**config.mk**
```make
export PLATFORM = sky130hd
export DESIGN_NAME = nfa_slice
export DESIGN_NICKNAME = d
export VERILOG_FILES = /design/src/rtl/nfa_pkg.sv /design/src/rtl/nfa_ctrl.sv /design/src/rtl/nfa_datapath.sv /design/src/rtl/nfa_slice.sv
export SDC_FILE = /design/constraint.sdc
export NUM_CORES = 1
export LEC_CHECK = 0
export BUFFER_PORTS_ARGS = -buffer_cell sky130_fd_sc_hd__buf_2
export CAP_MARGIN = 40
export CORE_MARGIN = 2
export CORE_UTILIZATION = 51
export DETAILED_ROUTE_END_ITERATION = 12
export GPL_TIMING_DRIVEN = 0
export PLACE_DENSITY = 0.75
export SYNTH_ARGS = -nofsm -noshare
export SYNTH_HDL_FRONTEND = slang
export SYNTH_SLANG_ARGS = --single-unit
```
**constraint.sdc**
```tcl
create_clock -name clk -period 4.11 [get_ports clk]
set_input_delay 0.2055 -clock clk [delete_from_list [all_inputs] [get_ports clk]]
set_output_delay 0.2055 -clock clk [all_outputs]
set_load 0.05 [all_outputs]
```
**src/rtl/nfa_pkg.sv**
```systemverilog
package nfa_pkg;

  typedef enum logic [2:0] {
    OP_IDLE       = 3'd0,
    OP_WRITE_NEXT = 3'd1,
    OP_READ_NEXT  = 3'd2,
    OP_DELETE     = 3'd3,
    OP_READ_ENTRY = 3'd4
  } nfaOp_e;

  // Strobes from the control half to the datapath half, at most one per cycle.
  typedef struct packed {
    logic wrNext;
    logic rdNext;
    logic clrAt;
    logic rdAt;
  } nfaStrobe_t;

endpackage

```
**src/rtl/nfa_ctrl.sv**
```systemverilog
module nfa_ctrl
  import nfa_pkg::*;
#(
  parameter int ID_W  = 2,
  parameter int IDX_W = 3
) (
  input  logic                  clk,
  input  logic                  rst_n,
  input  logic                  cmdValid,
  input  logic [2:0]            cmdOp,
  input  logic [ID_W+IDX_W-1:0] cmdAddr,
  input  logic [ID_W-1:0]       sliceId,
  input  logic                  fullIn_n,
  input  logic                  localFull,
  output nfaStrobe_t            strobe,
  output logic [IDX_W-1:0]      localIdx,
  output logic                  fullOut_n
);

  nfaOp_e op;
  logic   responder;
  logic   addrHit;

  assign op        = nfaOp_e'(cmdOp);
  assign responder = !fullIn_n && !localFull;
  assign addrHit   = (cmdAddr[ID_W+IDX_W-1:IDX_W] == sliceId);
  assign localIdx  = cmdAddr[IDX_W-1:0];

  always_comb begin
    strobe = '0;
    if (cmdValid) begin
      unique case (op)
        OP_WRITE_NEXT: strobe.wrNext = responder;
        OP_READ_NEXT:  strobe.rdNext = responder;
        OP_DELETE:     strobe.clrAt  = addrHit;
        OP_READ_ENTRY: strobe.rdAt   = addrHit;
        default:       strobe        = '0;
      endcase
    end
  end

  // The flag is registered: it follows the occupied bits left by the
  // finished cycle and ripples one slice per clock down the chain.
  always_ff @(posedge clk) begin
    if (!rst_n) fullOut_n <= 1'b1;
    else        fullOut_n <= fullIn_n || !localFull;
  end

endmodule

```
**src/rtl/nfa_datapath.sv**
```systemverilog
module nfa_datapath
  import nfa_pkg::*;
#(
  parameter int ENTRIES = 8,
  parameter int DATA_W  = 16,
  parameter int ID_W    = 2,
  parameter int IDX_W   = 3
) (
  input  logic                  clk,
  input  logic                  rst_n,
  input  nfaStrobe_t            strobe,
  input  logic [IDX_W-1:0]      localIdx,
  input  logic [DATA_W-1:0]     cmdData,
  input  logic [ID_W-1:0]       sliceId,
  output logic                  localFull,
  output logic [ENTRIES-1:0]    validVec,
  output logic                  nfaValid,
  output logic [ID_W+IDX_W-1:0] nfaAddr,
  output logic                  rdValid,
  output logic                  rdHit,
  output logic [DATA_W-1:0]     rdData
);

  logic [ENTRIES-1:0][DATA_W-1:0] mem;
  logic [IDX_W-1:0]               freeIdx;
  logic [ENTRIES-1:0]             wrSel;
  logic [ENTRIES-1:0]             clrSel;

  // Lowest-indexed clear bit wins.
  always_comb begin
    freeIdx = '0;
    for (int i = ENTRIES - 1; i >= 0; i--) begin
      if (!validVec[i]) freeIdx = IDX_W'(i);
    end
  end

  assign localFull = &validVec;

  for (genvar e = 0; e < ENTRIES; e++) begin : g_sel
    assign wrSel[e]  = strobe.wrNext && (freeIdx == IDX_W'(e));
    assign clrSel[e] = strobe.clrAt && (localIdx == IDX_W'(e));
  end

  always_ff @(posedge clk) begin
    if (!rst_n) begin
      validVec <= '0;
      mem      <= '0;
    end else begin
      validVec <= (validVec | wrSel) & ~clrSel;
      for (int e = 0; e < ENTRIES; e++) begin
        if (wrSel[e]) mem[e] <= cmdData;
      end
    end
  end

  always_ff @(posedge clk) begin
    if (!rst_n) begin
      nfaValid <= 1'b0;
      nfaAddr  <= '0;
      rdValid  <= 1'b0;
      rdHit    <= 1'b0;
      rdData   <= '0;
    end else begin
      nfaValid <= strobe.rdNext;
      nfaAddr  <= {sliceId, freeIdx};
      rdValid  <= strobe.rdAt;
      rdHit    <= validVec[localIdx];
      rdData   <= mem[localIdx];
    end
  end

endmodule

```
**src/rtl/nfa_slice.sv**
```systemverilog
module nfa_slice
  import nfa_pkg::*;
#(
  parameter int  ENTRIES = 8,
  parameter int  DATA_W  = 16,
  parameter int  ID_W    = 2,
  localparam int IDX_W   = $clog2(ENTRIES),
  localparam int ADDR_W  = ID_W + IDX_W
) (
  input  logic              clk,
  input  logic              rst_n,
  input  logic [ID_W-1:0]   sliceId,
  input  logic              fullIn_n,
  output logic              fullOut_n,
  input  logic              cmdValid,
  input  logic [2:0]        cmdOp,
  input  logic [ADDR_W-1:0] cmdAddr,
  input  logic [DATA_W-1:0] cmdData,
  output logic              nfaValid,
  output logic [ADDR_W-1:0] nfaAddr,
  output logic              rdValid,
  output logic              rdHit,
  output logic [DATA_W-1:0] rdData
);

  nfaStrobe_t         strobe;
  logic [IDX_W-1:0]   localIdx;
  logic               localFull;
  logic [ENTRIES-1:0] validVec;

  nfa_ctrl #(.ID_W(ID_W), .IDX_W(IDX_W)) ctrl_i (
    .clk(clk), .rst_n(rst_n), .cmdValid(cmdValid), .cmdOp(cmdOp),
    .cmdAddr(cmdAddr), .sliceId(sliceId), .fullIn_n(fullIn_n),
    .localFull(localFull), .strobe(strobe), .localIdx(localIdx),
    .fullOut_n(fullOut_n)
  );

  nfa_datapath #(.ENTRIES(ENTRIES), .DATA_W(DATA_W), .ID_W(ID_W), .IDX_W(IDX_W)) dp_i (
    .clk(clk), .rst_n(rst_n), .strobe(strobe), .localIdx(localIdx),
    .cmdData(cmdData), .sliceId(sliceId), .localFull(localFull),
    .validVec(validVec), .nfaValid(nfaValid), .nfaAddr(nfaAddr),
    .rdValid(rdValid), .rdHit(rdHit), .rdData(rdData)
  );

endmodule

```
# Word-level counts from Yosys, hierarchy flattened
# Index checks and enable logic that the tools add are counted.
# Widths: inputs -> output; s select.
# word_totals
ff_bits	161
in_bits	30
out_inout_bits	25
# classes
order_cmp	1
n_eq_ne	19
mux	17
bitwise_logic	3
n_reduce_logical	25
# ops
cell	count
$bmux 16 s3	1
$eq 3x3->1 const B	9
$mux 3	8
$eq 3x2->1 const B	6
$logic_and 1x1->1	17
$mux 16	1
$eq 3x1->1 const B	3
$and 8x8->8	1
$not 8->8	1
$or 8x8->8	1
$reduce_and 8->1	1
$logic_not 3->1	2
$reduce_and 3->1	2
$mux 1	5
$lt 3x4->1 const B	1
$mux 4	1
$bmux 1 s3	1
$eq 2x2->1	1
$logic_not 1->1	2
$logic_or 1x1->1	1

# Longest topological paths before layout
# logic_depth
word_depth	12
ltp_mapped	8
ltp_nobuf	5

# Modules after synthesis
# From an unflattened synthesis, not the netlist that was laid out.
# hier_totals
hier_cells	618
area_unflattened_um2	6623.9
# by_module_without_submodules
module	n_inst	cells_per_inst	area_per_inst_um2
nfa_datapath	1	604	6491.2
nfa_ctrl	1	14	132.6

# Least setup slack after synthesis
# Ideal clock, no wire load.
# synth_path
kind	register to register
from	register dp_i.validVec[1]
to	register dp_i.mem[103] (netlist name)
setup_time_ns	0.116
arrival_ns	1.880
required_ns	3.994
slack_ns	2.114
stages_incl_launch_ff	8
path_cell_list	dfxtp_1 -> nand2_2 -> or4b_1 -> or4b_1 -> buf_2 -> buf_6 -> nand3_2 -> o21ai_2
# synth_between
elab_chain_cells	6
# synth_rtl
item	line	source
from (decl)	nfa_datapath.sv:16	output logic [ENTRIES-1:0] validVec,
from (signal assigned)	nfa_datapath.sv:49	validVec <= (validVec | wrSel) & ~clrSel;
$reduce_and 8->1	nfa_datapath.sv:37	assign localFull = &validVec;
$logic_not 1->1	nfa_ctrl.sv:25	assign responder = !fullIn_n && !localFull;
$logic_and 1x1->1	nfa_ctrl.sv:25	
$mux 1	nfa_ctrl.sv:32	unique case (op)
$mux 4	nfa_ctrl.sv:31	if (cmdValid) begin
$logic_and 1x1->1 *	nfa_datapath.sv:40	assign wrSel[e] = strobe.wrNext && (freeIdx == IDX_W'(e));
to (signal, indexed assignment)	nfa_datapath.sv:51	if (wrSel[e]) mem[e] <= cmdData;
to (decl)	nfa_datapath.sv:24	logic [ENTRIES-1:0][DATA_W-1:0] mem;
# Mark *: on every way between the ends. The rest lies on a longest branch, timed or not.
# A chain may end at the register's enable or synchronous reset.

# Final worst setup path
# layout_path
from	input cmdOp[1]
to	register dp_i.mem[39] (netlist name)
# layout_between
elab_chain_cells	4
# layout_rtl
item	line	source
from (decl)	nfa_slice.sv:16	input logic [2:0] cmdOp,
$eq 3x1->1	nfa_ctrl.sv:32	
$mux 1	nfa_ctrl.sv:32	
$mux 4	nfa_ctrl.sv:31	
$logic_and 1x1->1	nfa_datapath.sv:40	
# Every way passes these cells.

==> qor.yml <==
sta:
  slew_headroom: 0.4413
  tns_ns: 0
  worstMarginPinSlew_ns: 0.8381
  fin_ws_ns: 1.638
  hold_viol: 0
  finalCritPeriodShare: 0.6013
  slew_viol_final: 0
  skew_ns: 0.009989
  post-route-min-period_ns: 2.472
  max_freq_mhz: 404.6
  rsz0062_at_grt: "false"
  finalSetupViolCount: 0
placed_design:
  gp_congestion: 0.8188
  place_ws_ns: 1.683
  place_hpwl_um: 12100
  post-place-cells: 858
  io_buffers: 51
logic_synthesis:
  synthesis.nets: 662
  synthArstFlopShare: 0
  ys.flop_type: "dfxtp_1"
  synth_area_mm2: 0.006694
  syn_inst: 632
  synth-edff-count: 0
  seq_area_frac_synth: 0.4815
  ys_warn_count: 0
  ys_types: 35
  synth.ff_latch_count: 161
  syn_area_per_cell_um2: 10.59
floorplan:
  start_util: 0.5262
  core_area_mm2: 0.01272
  die_h_um: 118.6
  die_w_um: 118.6
  die_area_mm2: 0.01406
  ios: 55
  num_rows: 41
setup_path:
  worstPathMaxFanout: 10
  crit_arrival_ns: 2.77
  cp.required_ns: 4.41
  crit_path_end_kind: "register"
  worst-setup-path-type: "primary input to register"
  critPathLaunchType: "primary input"
clock_tree:
  htree_num_levels: 4
  cts_tree: "built"
  clkLatencyLatePin_ns: 0.43
  cts_sinks: 161
  cts_setup_buffers: 0
  clockRootBuffer: "clkbuf_16"
  cts_resized: 0
  cts-hold-fix-buffers: 2
  cts_made_buffers: 17
  path_clk_slew_ns: 0.06
  cts.path.max_buffers: 2
power_and_ir_drop:
  powerDensity_mw_per_mm2: 433.5
  p_sw_uw: 759.5
  clkPwrFrac: 0.494
  combPwrFrac: 0.046
  pwr-share-seq: 0.460
  p_leak_uw: 0.002827
  switching_share: 0.2232
  vdd_drop_max_mv: 0.3511
  p_int_uw: 2643
grt:
  grt.overflow.total: 0
  antenna_found_initial: 0
  grt_use_met2: 0.4264
  grt_first_pass_wirelength_um: 27980
  grt_max_degree: 17
  use_met3: 0.05936
  grtUsageMet1: 0.3318
  busiest_layer: "met2"
  grt_pass1_vias: 5198
  grt_usage: 0.2578
worst_hold_path:
  hold_class: "primary input to register"
finish:
  final_common_cell: "dfxtp_1"
  seq_area_mm2: 0.003223
  finalNonFillerCells: 892
  insertedDiodeCount: 0
  drive_gt1_frac: 0.2389
  finish.utilization: 0.6168
  filler_cell_count: 1058
  final_cell_mix: "dfxtp_1, mux2i_1, nand2_1, nor2_1, buf_2"
  multiInputGateArea_mm2: 0.003213
  area_growth_pct: 17.23
  fin_nets: 737
route:
  vias_per_cell: 5.742
  route.detailed.drc: 0
  dr_total_vias: 5122
  ant_nets: 0
  wl_um: 17460
  avgRoutedWirePerCell_um: 19.58
  dr.first_iter.drc_count: 390
  firstDrtPassIters: 5
status:
  outcome: "complete, no violations"
flow_run:
  cap_viol_max_count: 0
## power by group through the flow
stage               logic, uW  registers [uW]  clock network, uW
detailed placement        153            1600                  0
global route              168            1570               1750
finish                    156            1570               1680
global placement          148            1600                  0
CTS                       156            1570               1680
floorplan                83.3            1610                  0
## flip-flops by register name (all words and copies together) (netlist names)
| signal | count |
|---|---|
| dp_i.rdValid | 1 |
| dp_i.nfaValid | 1 |
| dp_i.nfaAddr | 5 |
| dp_i.validVec | 8 |
| dp_i.rdHit | 1 |
| ctrl_i.fullOut_n | 1 |
| dp_i.mem | 128 |
| dp_i.rdData | 16 |
## per-stage QoR
step                      instance area [um2]  power [uW]  hold slack [ns]
after floorplan                          6694        1689           0.2810
after global placement                   7164        1748           0.4054
after detailed placement                 7199        1754           0.4149
after CTS                                7848        3402         0.005737
after global routing                     7848        3478          0.01227
final                                    7848        3402         0.007844
## metal layers
metal	part of all wire	vias up
met3	0.067	27
met2	0.50	207
met4	0.018	0
met5	0	-
met1	0.42	2503
li1	-	2385
## cells in the mapped netlist (all sizes together), types with 2 or more instances
cell | n | area share
o221a | 2 | 0.0034
nor3 | 2 | 0.0015
nand4 | 2 | 0.0019
clkbuf | 25 | 0.014
nand3 | 34 | 0.036
buf | 26 | 0.022
or4b | 2 | 0.0030
o21ai | 52 | 0.048
inv | 5 | 0.0028
mux4 | 34 | 0.11
nor4b | 3 | 0.0039
dfxtp | 161 | 0.48
nand2 | 74 | 0.042
nand2b | 4 | 0.0037
nor4 | 3 | 0.0050
nor2 | 71 | 0.040
xnor2 | 2 | 0.0026
a31oi | 5 | 0.0047
nor2b | 2 | 0.0019
mux2i | 97 | 0.15
or4 | 2 | 0.0022
and2 | 3 | 0.0028
a21oi | 16 | 0.012
o311a | 2 | 0.0030
## cells by family after synthesis
group / share of synthesized area
flip-flops: 0.4815
AO/OA/AOI/OAI: 0.07327
AND/OR/NAND/NOR: 0.1447
multiplexers: 0.2594
XOR/XNOR: 0.002617
buffers and inverters: 0.03851
## area by class of cell
class | instances | share of cell area
flip-flops and latches | 161 | 0.4107
multi-input cells | 415 | 0.4094
clock buffers | 19 | 0.05644
repair buffers | 56 | 0.03954
plain buffers | 51 | 0.03045
well taps | 172 | 0.02742
clock inverters | 13 | 0.02360
inverters | 5 | 0.002392
## worst max-delay path, stage by stage
cell           delay, ns
dlygate4sd3_1       0.53
buf_2               0.14
nor2_1              0.10
nand3_1             0.27
clkbuf_1            0.31
nor3_1              0.19
buf_2               0.31
buf_2               0.38
mux2i_1             0.26
nor2_1              0.06
## worst paths after layout
| check | start | to | slack (ns) | cells past startpoint |
|---|---|---|---|---|
| setup / recovery | cmdOp[1] | dp_i.mem[39]$_SDFFE_PN0P_ | 1.64 | 10 |
| hold / removal | sliceId[1] | dp_i.nfaAddr[4]$_SDFF_PN0_ | 0.008 | 2 |
| setup reg to reg | dp_i.validVec[3]$_SDFF_PN0_ | dp_i.mem[73]$_SDFFE_PN0P_ | 1.70 | 6 |
| hold reg to reg | dp_i.mem[80]$_SDFFE_PN0P_ | dp_i.mem[80]$_SDFFE_PN0P_ | 0.46 | 2 |
No activity file was read; power rests on OpenSTA's default activity.
